## config.mk

```make
export PLATFORM = sky130hd
export DESIGN_NAME = stencil_addr_gen
export DESIGN_NICKNAME = d
export VERILOG_FILES = /design/src/rtl/stencil_pkg.sv /design/src/rtl/stencil_cursor.sv /design/src/rtl/stencil_addr.sv /design/src/rtl/stencil_addr_gen.sv
export SDC_FILE = /design/constraint.sdc
export NUM_CORES = 1
export LEC_CHECK = 0
export CORE_ASPECT_RATIO = 1.1
export CORE_MARGIN = 4
export CORE_UTILIZATION = 70
export DETAILED_ROUTE_END_ITERATION = 12
export DONT_BUFFER_PORTS = 1
export PLACE_DENSITY = 0.87
export SLEW_MARGIN = 20
export SYNTH_ARGS = -nofsm -noshare
export SYNTH_HDL_FRONTEND = slang
export SYNTH_SLANG_ARGS = --single-unit
```

## constraint.sdc

```tcl
create_clock -name clk -period 26.1 [get_ports clk]
set_input_delay 5.22 -clock clk [delete_from_list [all_inputs] [get_ports clk]]
set_output_delay 5.22 -clock clk [all_outputs]
set_load 0.005 [all_outputs]
```

## src/rtl/stencil_pkg.sv

```systemverilog
package stencil_pkg;

    localparam int NUM_TAGS = 6;

    typedef logic [2:0] tag_t;

    typedef enum logic [1:0] {
        GEN_IDLE,
        GEN_ISSUE,
        GEN_FINISH
    } gen_state_t;

    typedef enum logic [2:0] {
        CUR_HOLD,
        CUR_FIRST,
        CUR_STEP,
        CUR_STEP_MARK,
        CUR_RESTORE
    } cur_op_t;

endpackage

```

## src/rtl/stencil_cursor.sv

```systemverilog
module stencil_cursor
    import stencil_pkg::*;
#(
    parameter int DIM_W = 8
) (
    input  logic             clk,
    input  logic             rst_n,
    input  cur_op_t          op,
    input  logic [DIM_W-1:0] i_max,
    input  logic [DIM_W-1:0] j_max,
    input  logic [DIM_W-1:0] k_max,
    output logic [DIM_W-1:0] pos_i,
    output logic [DIM_W-1:0] pos_j,
    output logic [DIM_W-1:0] pos_k,
    output logic             at_last
);

    localparam logic [DIM_W-1:0] ONE = DIM_W'(1);

    logic [DIM_W-1:0] cur_i, cur_j, cur_k;
    logic [DIM_W-1:0] mark_i, mark_j, mark_k;
    logic [DIM_W-1:0] nxt_i, nxt_j, nxt_k;
    logic             wrap_k, wrap_j;

    always_comb begin
        wrap_k = (cur_k == k_max);
        wrap_j = (cur_j == j_max);
        nxt_k  = wrap_k ? ONE : cur_k + ONE;
        nxt_j  = wrap_k ? (wrap_j ? ONE : cur_j + ONE) : cur_j;
        nxt_i  = (wrap_k && wrap_j) ? cur_i + ONE : cur_i;
    end

    always_ff @(posedge clk) begin
        if (!rst_n) begin
            cur_i  <= '0;
            cur_j  <= '0;
            cur_k  <= '0;
            mark_i <= '0;
            mark_j <= '0;
            mark_k <= '0;
        end else begin
            unique case (op)
                CUR_FIRST: begin
                    cur_i  <= ONE;
                    cur_j  <= ONE;
                    cur_k  <= ONE;
                    mark_i <= ONE;
                    mark_j <= ONE;
                    mark_k <= ONE;
                end
                CUR_STEP: begin
                    cur_i <= nxt_i;
                    cur_j <= nxt_j;
                    cur_k <= nxt_k;
                end
                CUR_STEP_MARK: begin
                    cur_i  <= nxt_i;
                    cur_j  <= nxt_j;
                    cur_k  <= nxt_k;
                    mark_i <= nxt_i;
                    mark_j <= nxt_j;
                    mark_k <= nxt_k;
                end
                CUR_RESTORE: begin
                    cur_i <= mark_i;
                    cur_j <= mark_j;
                    cur_k <= mark_k;
                end
                default: ;
            endcase
        end
    end

    assign pos_i   = cur_i;
    assign pos_j   = cur_j;
    assign pos_k   = cur_k;
    assign at_last = (cur_i == i_max) && (cur_j == j_max) && (cur_k == k_max);

    // the controller never asks to step past the final interior point
    assert_no_step_past_end_R6: assert property (@(posedge clk) disable iff (!rst_n)
        (op == CUR_STEP || op == CUR_STEP_MARK) |-> !at_last);

    // a step keeps the cursor inside the interior box
    assert_step_in_box_R6: assert property (@(posedge clk) disable iff (!rst_n)
        (op == CUR_STEP) |=> (cur_i >= ONE && cur_i <= i_max &&
                              cur_j >= ONE && cur_j <= j_max &&
                              cur_k >= ONE && cur_k <= k_max));

endmodule

```

## src/rtl/stencil_addr.sv

```systemverilog
module stencil_addr
    import stencil_pkg::*;
#(
    parameter int DIM_W      = 8,
    parameter int ADDR_W     = 32,
    parameter int ELEM_SHIFT = 3
) (
    input  logic [ADDR_W-1:0] base,
    input  logic [DIM_W-1:0]  ext_y,
    input  logic [DIM_W-1:0]  ext_z,
    input  logic [DIM_W-1:0]  pos_i,
    input  logic [DIM_W-1:0]  pos_j,
    input  logic [DIM_W-1:0]  pos_k,
    input  tag_t              tag,
    output logic [ADDR_W-1:0] addr
);

    localparam int LIN_W = 3 * DIM_W;

    logic [DIM_W-1:0]  nb_i, nb_j, nb_k;
    logic [LIN_W-1:0]  plane, row, lin;
    logic [ADDR_W-1:0] offset;

    always_comb begin
        nb_i = pos_i;
        nb_j = pos_j;
        nb_k = pos_k;
        case (tag)
            3'd0:    nb_i = pos_i - DIM_W'(1);
            3'd1:    nb_i = pos_i + DIM_W'(1);
            3'd2:    nb_j = pos_j - DIM_W'(1);
            3'd3:    nb_j = pos_j + DIM_W'(1);
            3'd4:    nb_k = pos_k - DIM_W'(1);
            3'd5:    nb_k = pos_k + DIM_W'(1);
            default: ;
        endcase
        plane  = LIN_W'(nb_i) * LIN_W'(ext_y) + LIN_W'(nb_j);
        row    = plane * LIN_W'(ext_z);
        lin    = row + LIN_W'(nb_k);
        offset = ADDR_W'(lin) << ELEM_SHIFT;
        addr   = base + offset;
    end

endmodule

```

## src/rtl/stencil_addr_gen.sv

```systemverilog
module stencil_addr_gen
    import stencil_pkg::*;
#(
    parameter int DIM_W      = 8,
    parameter int ADDR_W     = 32,
    parameter int BLK_W      = 8,
    parameter int ELEM_BYTES = 8
) (
    input  logic              clk,
    input  logic              rst_n,
    input  logic              start,
    input  logic              array_mode,
    input  logic [DIM_W-1:0]  dim_x,
    input  logic [DIM_W-1:0]  dim_y,
    input  logic [DIM_W-1:0]  dim_z,
    input  logic [ADDR_W-1:0] base_addr,
    input  logic [BLK_W-1:0]  block_len,
    output logic              addr_valid,
    input  logic              addr_ready,
    output logic [ADDR_W-1:0] addr_out,
    output logic [2:0]        stream_tag,
    output logic              done
);

    localparam int   ELEM_SHIFT = $clog2(ELEM_BYTES);
    localparam tag_t LAST_TAG   = tag_t'(NUM_TAGS - 1);

    gen_state_t        state_q, state_d;
    cur_op_t           cur_op;
    tag_t              tag_q, tag_d;
    logic [BLK_W-1:0]  cnt_q, cnt_d;

    logic [ADDR_W-1:0] cfg_base;
    logic [DIM_W-1:0]  cfg_y, cfg_z;
    logic [DIM_W-1:0]  lim_i, lim_j, lim_k;
    logic [BLK_W-1:0]  cfg_blk;
    logic              cfg_array;

    logic [DIM_W-1:0]  pos_i, pos_j, pos_k;
    logic              at_last;
    logic              empty_box;
    logic              win_end;
    logic              accept;

    assign empty_box = (dim_x < DIM_W'(3)) || (dim_y < DIM_W'(3)) || (dim_z < DIM_W'(3));
    assign accept    = (state_q == GEN_ISSUE) && addr_ready;
    assign win_end   = at_last || (({1'b0, cnt_q} + 1'b1) == {1'b0, cfg_blk});

    // configuration capture, only when idle
    always_ff @(posedge clk) begin
        if (!rst_n) begin
            cfg_base  <= '0;
            cfg_y     <= '0;
            cfg_z     <= '0;
            lim_i     <= '0;
            lim_j     <= '0;
            lim_k     <= '0;
            cfg_blk   <= BLK_W'(1);
            cfg_array <= 1'b0;
        end else if (state_q == GEN_IDLE && start) begin
            cfg_base  <= base_addr;
            cfg_y     <= dim_y;
            cfg_z     <= dim_z;
            lim_i     <= dim_x - DIM_W'(2);
            lim_j     <= dim_y - DIM_W'(2);
            lim_k     <= dim_z - DIM_W'(2);
            cfg_array <= array_mode;
            if (array_mode && block_len != '0)
                cfg_blk <= block_len;
            else
                cfg_blk <= BLK_W'(1);
        end
    end

    // next-state and cursor control
    always_comb begin
        state_d = state_q;
        cur_op  = CUR_HOLD;
        tag_d   = tag_q;
        cnt_d   = cnt_q;
        unique case (state_q)
            GEN_IDLE: begin
                if (start) begin
                    cur_op  = CUR_FIRST;
                    tag_d   = '0;
                    cnt_d   = '0;
                    state_d = empty_box ? GEN_FINISH : GEN_ISSUE;
                end
            end
            GEN_ISSUE: begin
                if (addr_ready) begin
                    if (!win_end) begin
                        cur_op = CUR_STEP;
                        cnt_d  = cnt_q + BLK_W'(1);
                    end else if (tag_q != LAST_TAG) begin
                        cur_op = CUR_RESTORE;
                        tag_d  = tag_q + tag_t'(1);
                        cnt_d  = '0;
                    end else if (at_last) begin
                        state_d = GEN_FINISH;
                    end else begin
                        cur_op = CUR_STEP_MARK;
                        tag_d  = '0;
                        cnt_d  = '0;
                    end
                end
            end
            GEN_FINISH: state_d = GEN_IDLE;
            default:    state_d = GEN_IDLE;
        endcase
    end

    // state register
    always_ff @(posedge clk) begin
        if (!rst_n) state_q <= GEN_IDLE;
        else        state_q <= state_d;
    end

    // tag and window counters
    always_ff @(posedge clk) begin
        if (!rst_n) begin
            tag_q <= '0;
            cnt_q <= '0;
        end else begin
            tag_q <= tag_d;
            cnt_q <= cnt_d;
        end
    end

    stencil_cursor #(.DIM_W(DIM_W)) u_cursor (
        .clk     (clk),
        .rst_n   (rst_n),
        .op      (cur_op),
        .i_max   (lim_i),
        .j_max   (lim_j),
        .k_max   (lim_k),
        .pos_i   (pos_i),
        .pos_j   (pos_j),
        .pos_k   (pos_k),
        .at_last (at_last)
    );

    stencil_addr #(.DIM_W(DIM_W), .ADDR_W(ADDR_W), .ELEM_SHIFT(ELEM_SHIFT)) u_addr (
        .base  (cfg_base),
        .ext_y (cfg_y),
        .ext_z (cfg_z),
        .pos_i (pos_i),
        .pos_j (pos_j),
        .pos_k (pos_k),
        .tag   (tag_q),
        .addr  (addr_out)
    );

    // outputs
    always_comb begin
        addr_valid = (state_q == GEN_ISSUE);
        done       = (state_q == GEN_FINISH);
        stream_tag = tag_q;
    end

    assert_stall_hold_R7: assert property (@(posedge clk) disable iff (!rst_n)
        (addr_valid && !addr_ready) |=> (addr_valid && $stable(addr_out) && $stable(stream_tag)));

    assert_done_single_R8: assert property (@(posedge clk) disable iff (!rst_n)
        done |=> !done);

    assert_done_after_accept_R8: assert property (@(posedge clk) disable iff (!rst_n)
        $rose(done) && $past(addr_valid) |-> $past(addr_ready));

    assert_point_major_tags_R2: assert property (@(posedge clk) disable iff (!rst_n)
        (!cfg_array && accept && stream_tag != 3'd5) |=> (stream_tag == $past(stream_tag) + 3'd1));

    assert_tag_range_R4: assert property (@(posedge clk) disable iff (!rst_n)
        addr_valid |-> (stream_tag <= 3'd5));

    assert_start_ignored_R9: assert property (@(posedge clk) disable iff (!rst_n)
        (addr_valid && !addr_ready && start) |=> (addr_valid && $stable(addr_out)));

    assert_addr_aligned_R3: assert property (@(posedge clk) disable iff (!rst_n)
        addr_valid |-> (addr_out[ELEM_SHIFT-1:0] == cfg_base[ELEM_SHIFT-1:0]));

endmodule

```

==> metrics.txt <==
status=finished clean; minimum clock period=18570 ps; share of cells above drive strength 1=0.03558; WHS Path Cells=2; placer congestion estimate=0.9484; grt ovf=0; post-CTS setup repair buffer count=0; Die X=149.3 microns; Static Leak=0.007277 uW; Inserted Diodes=0; Initial Util=0.7171; initial drt markers=1088; CP max FO=20; synth-to-layout area growth=4.508%; largest net degree at the start of global routing=100; Clk Latency, worst-skew pair=450 ps; Post-DRT Antenna Nets=0; Int Pwr=497.9 uW; number of synthesized register bits=139; yosys warns=0; Yosys cell types=73; WL final=38110 microns; Pwr Density=54.89 mW/mm^2; Total GRT Usage=0.3188; routed via count=13040; Logic pwr share=0.442; Worst Hold Slack=461.8 ps; Worst Path Required=20880 ps; Die Y=163.4 microns; max incr delay on CP=730 ps; core area=0.02144 sq mm; final setup fails=0; Max Cap Viol=0; Wirelength per Cell=17.77 microns; drt first pass iters=6; Area contributors post-synth=fa_1, dfxtp_1, ha_1; Mapped Nets=2244; Clk pin slew, worst setup/hold paths=80 ps; Max clock buf depth=2; Reg power frac=0.268; Clock Skew=16.71 ps; CP arrival=13350 ps; clock share of power=0.290; syn avg cell area=8.075 sq um; H-tree lvl count=4; I/O Buffers=0; number of synthesized flops with an enable pin=0; fmax=53.84 MHz; Nets=2182; CP Class=flip-flop to primary output; critical path depth=42; cell with the most instances after synthesis=nand2_1; Hold Violations, Final=0; via/cell ratio=6.080; CTS Hold Bufs=0; Post-Route Setup TNS=0 ps; Clock Sinks=139; Async SR Flop Fraction=0; share of the synthesized area in the top cell type=0.1849; slowest CP cell=a2111oi_0; sw frac=0.4354; Synth Cell Area=0.01537 sq mm; # resized after CTS=0; Post-synth top flop=dfxtp_1; io pins=106; DRC Markers=0; RSZ-0062 raised after global routing=false; Crit path max-delay family=adder cells; initial antenna violation count=0; sequential area share after synthesis=0.1810; Detailed Place HPWL=28990 microns; worst rel slew slack=0.3393; CP Buf/Inv Count=7; DIE AREA=0.02440 sq mm; R2R depth=8; commonest cells in the synthesized netlist=nand2_1, inv_1, fa_1; TritonCTS clock tree=built; crit start category=flip-flop; Worst Setup End Kind=primary output; post-synth top area cell=fa_1; VDD IR max=0.04816 mV; vias in the first global route=13270; first-pass GRT wire length=63440 microns; Root Driver=clkbuf_16; row count=56; min-delay worst type=flip-flop to flip-flop; Final Max Tran Viols=0; CTS Buf Count=17; cell count after synthesis=1904; Slew @ Worst Pin=991.1 ps; Final period util=0.7117; switching pwr=384.0 uW
power groups by stage:
stage / clock, uW / combinational, uW / sequential, uW
after CTS: 257 / 389 / 236
after global routing: 264 / 440 / 237
after global placement: 0 / 368 / 240
after detailed placement: 0 / 385 / 241
final: 256 / 390 / 237
after floorplan: 0 / 303 / 232
final cells by class:
type	count	area, sq um
Clock buffer	17	425.4
Clock inverter	15	188.9
Fill cell	1577	5373
Inverter	219	823.3
Multi-Input combinational cell	1458	11430
Sequential cell	139	2783
Tap cell	290	362.8
Timing Repair Buffer	7	52.55
cells in the final DEF, fill, tap and decap left out, types with 8 or more instances in the layout:
| cell type | n |
|---|---|
| nand2_1 | 246 |
| clkbuf_16 | 17 |
| o21bai_1 | 8 |
| nand2b_1 | 30 |
| o21ai_0 | 52 |
| a222oi_1 | 11 |
| o21a_1 | 10 |
| or3_1 | 13 |
| dfxtp_1 | 139 |
| nor2_1 | 131 |
| nand4_1 | 15 |
| xor2_1 | 48 |
| nor4_1 | 13 |
| a221oi_1 | 13 |
| nand3_1 | 42 |
| and2_1 | 117 |
| nor3_1 | 26 |
| mux2i_1 | 18 |
| fa_1 | 142 |
| ha_1 | 129 |
| inv_1 | 218 |
| nor2b_1 | 17 |
| a21o_1 | 13 |
| a21oi_1 | 127 |
| and3_1 | 14 |
| a211oi_1 | 28 |
| a22oi_1 | 11 |
| xnor2_1 | 88 |
state kept, by name (all words and copies together) (netlist names), 7 cells and up:
register         cells
cfg_blk              8
u_cursor.pos_k       8
cfg_z                8
cfg_base            32
cfg_y                8
lim_j                7
u_cursor.mark_j      8
lim_k                7
u_cursor.pos_j       8
lim_i                8
u_cursor.mark_i      8
u_cursor.pos_i       8
cnt_q                8
u_cursor.mark_k      8
worst reg2reg max path: stages (launching register included):
cell and delay [ps]:
dfxtp_1 440, nand3_2 200, or4_4 540, a2111oi_4 380, o221a_2 340, or4b_1 800
nand2_4 330, nor2_1 90, a311oi_1 250
kinds of logic (layout without fill, tap and decap cells):
logic type / Yosys count / in the layout / share of synthesized area
flops: 139 / 139 / 0.1810
simple gates: 696 / 696 / 0.2192
fa+ha+maj: 271 / 271 / 0.2899
xor+xnor: 136 / 136 / 0.07747
buf+inv: 307 / 258 / 0.07682
compound gates: 334 / 334 / 0.1417
mux: 21 / 21 / 0.01392
metrics by stage:
stage | utilization | std cells | area, sq um | power, uW | setup WS, ps
CTS | 0.7492 | 2145 | 16060 | 881.8 | 7718
floorplan | - | 1904 | 15370 | 535.6 | 9603
global placement | 0.7205 | 2113 | 15450 | 608.4 | 8684
finish | 0.7494 | 2145 | 16070 | 881.9 | 7525
detailed placement | 0.7205 | 2113 | 15450 | 625.6 | 8284
global route | 0.7494 | 2145 | 16070 | 941.7 | 6782
worst paths after layout:
path	from	endpoint	slack [ps]
max	stream_tag[0]	addr_out[31]	7530
min	cfg_base[12]	cfg_base[12]	460
max reg2reg	cnt_q[2]	u_cursor.mark_k[0]	22620
min reg2reg	cfg_base[12]	cfg_base[12]	460
per-layer routing:
| layer | global-route usage | vias up | wire (microns) |
|---|---|---|---|
| met1 | 0.3724 | 6218 | 14700 |
| met2 | 0.5730 | 514 | 19540 |
| li1 | - | 6185 | - |
| met3 | 0.05494 | 125 | 2367 |
| met5 | 0 | - | 0 |
| met4 | 0.1398 | 0 | 1508 |
Power figures use the tool's default switching activity.
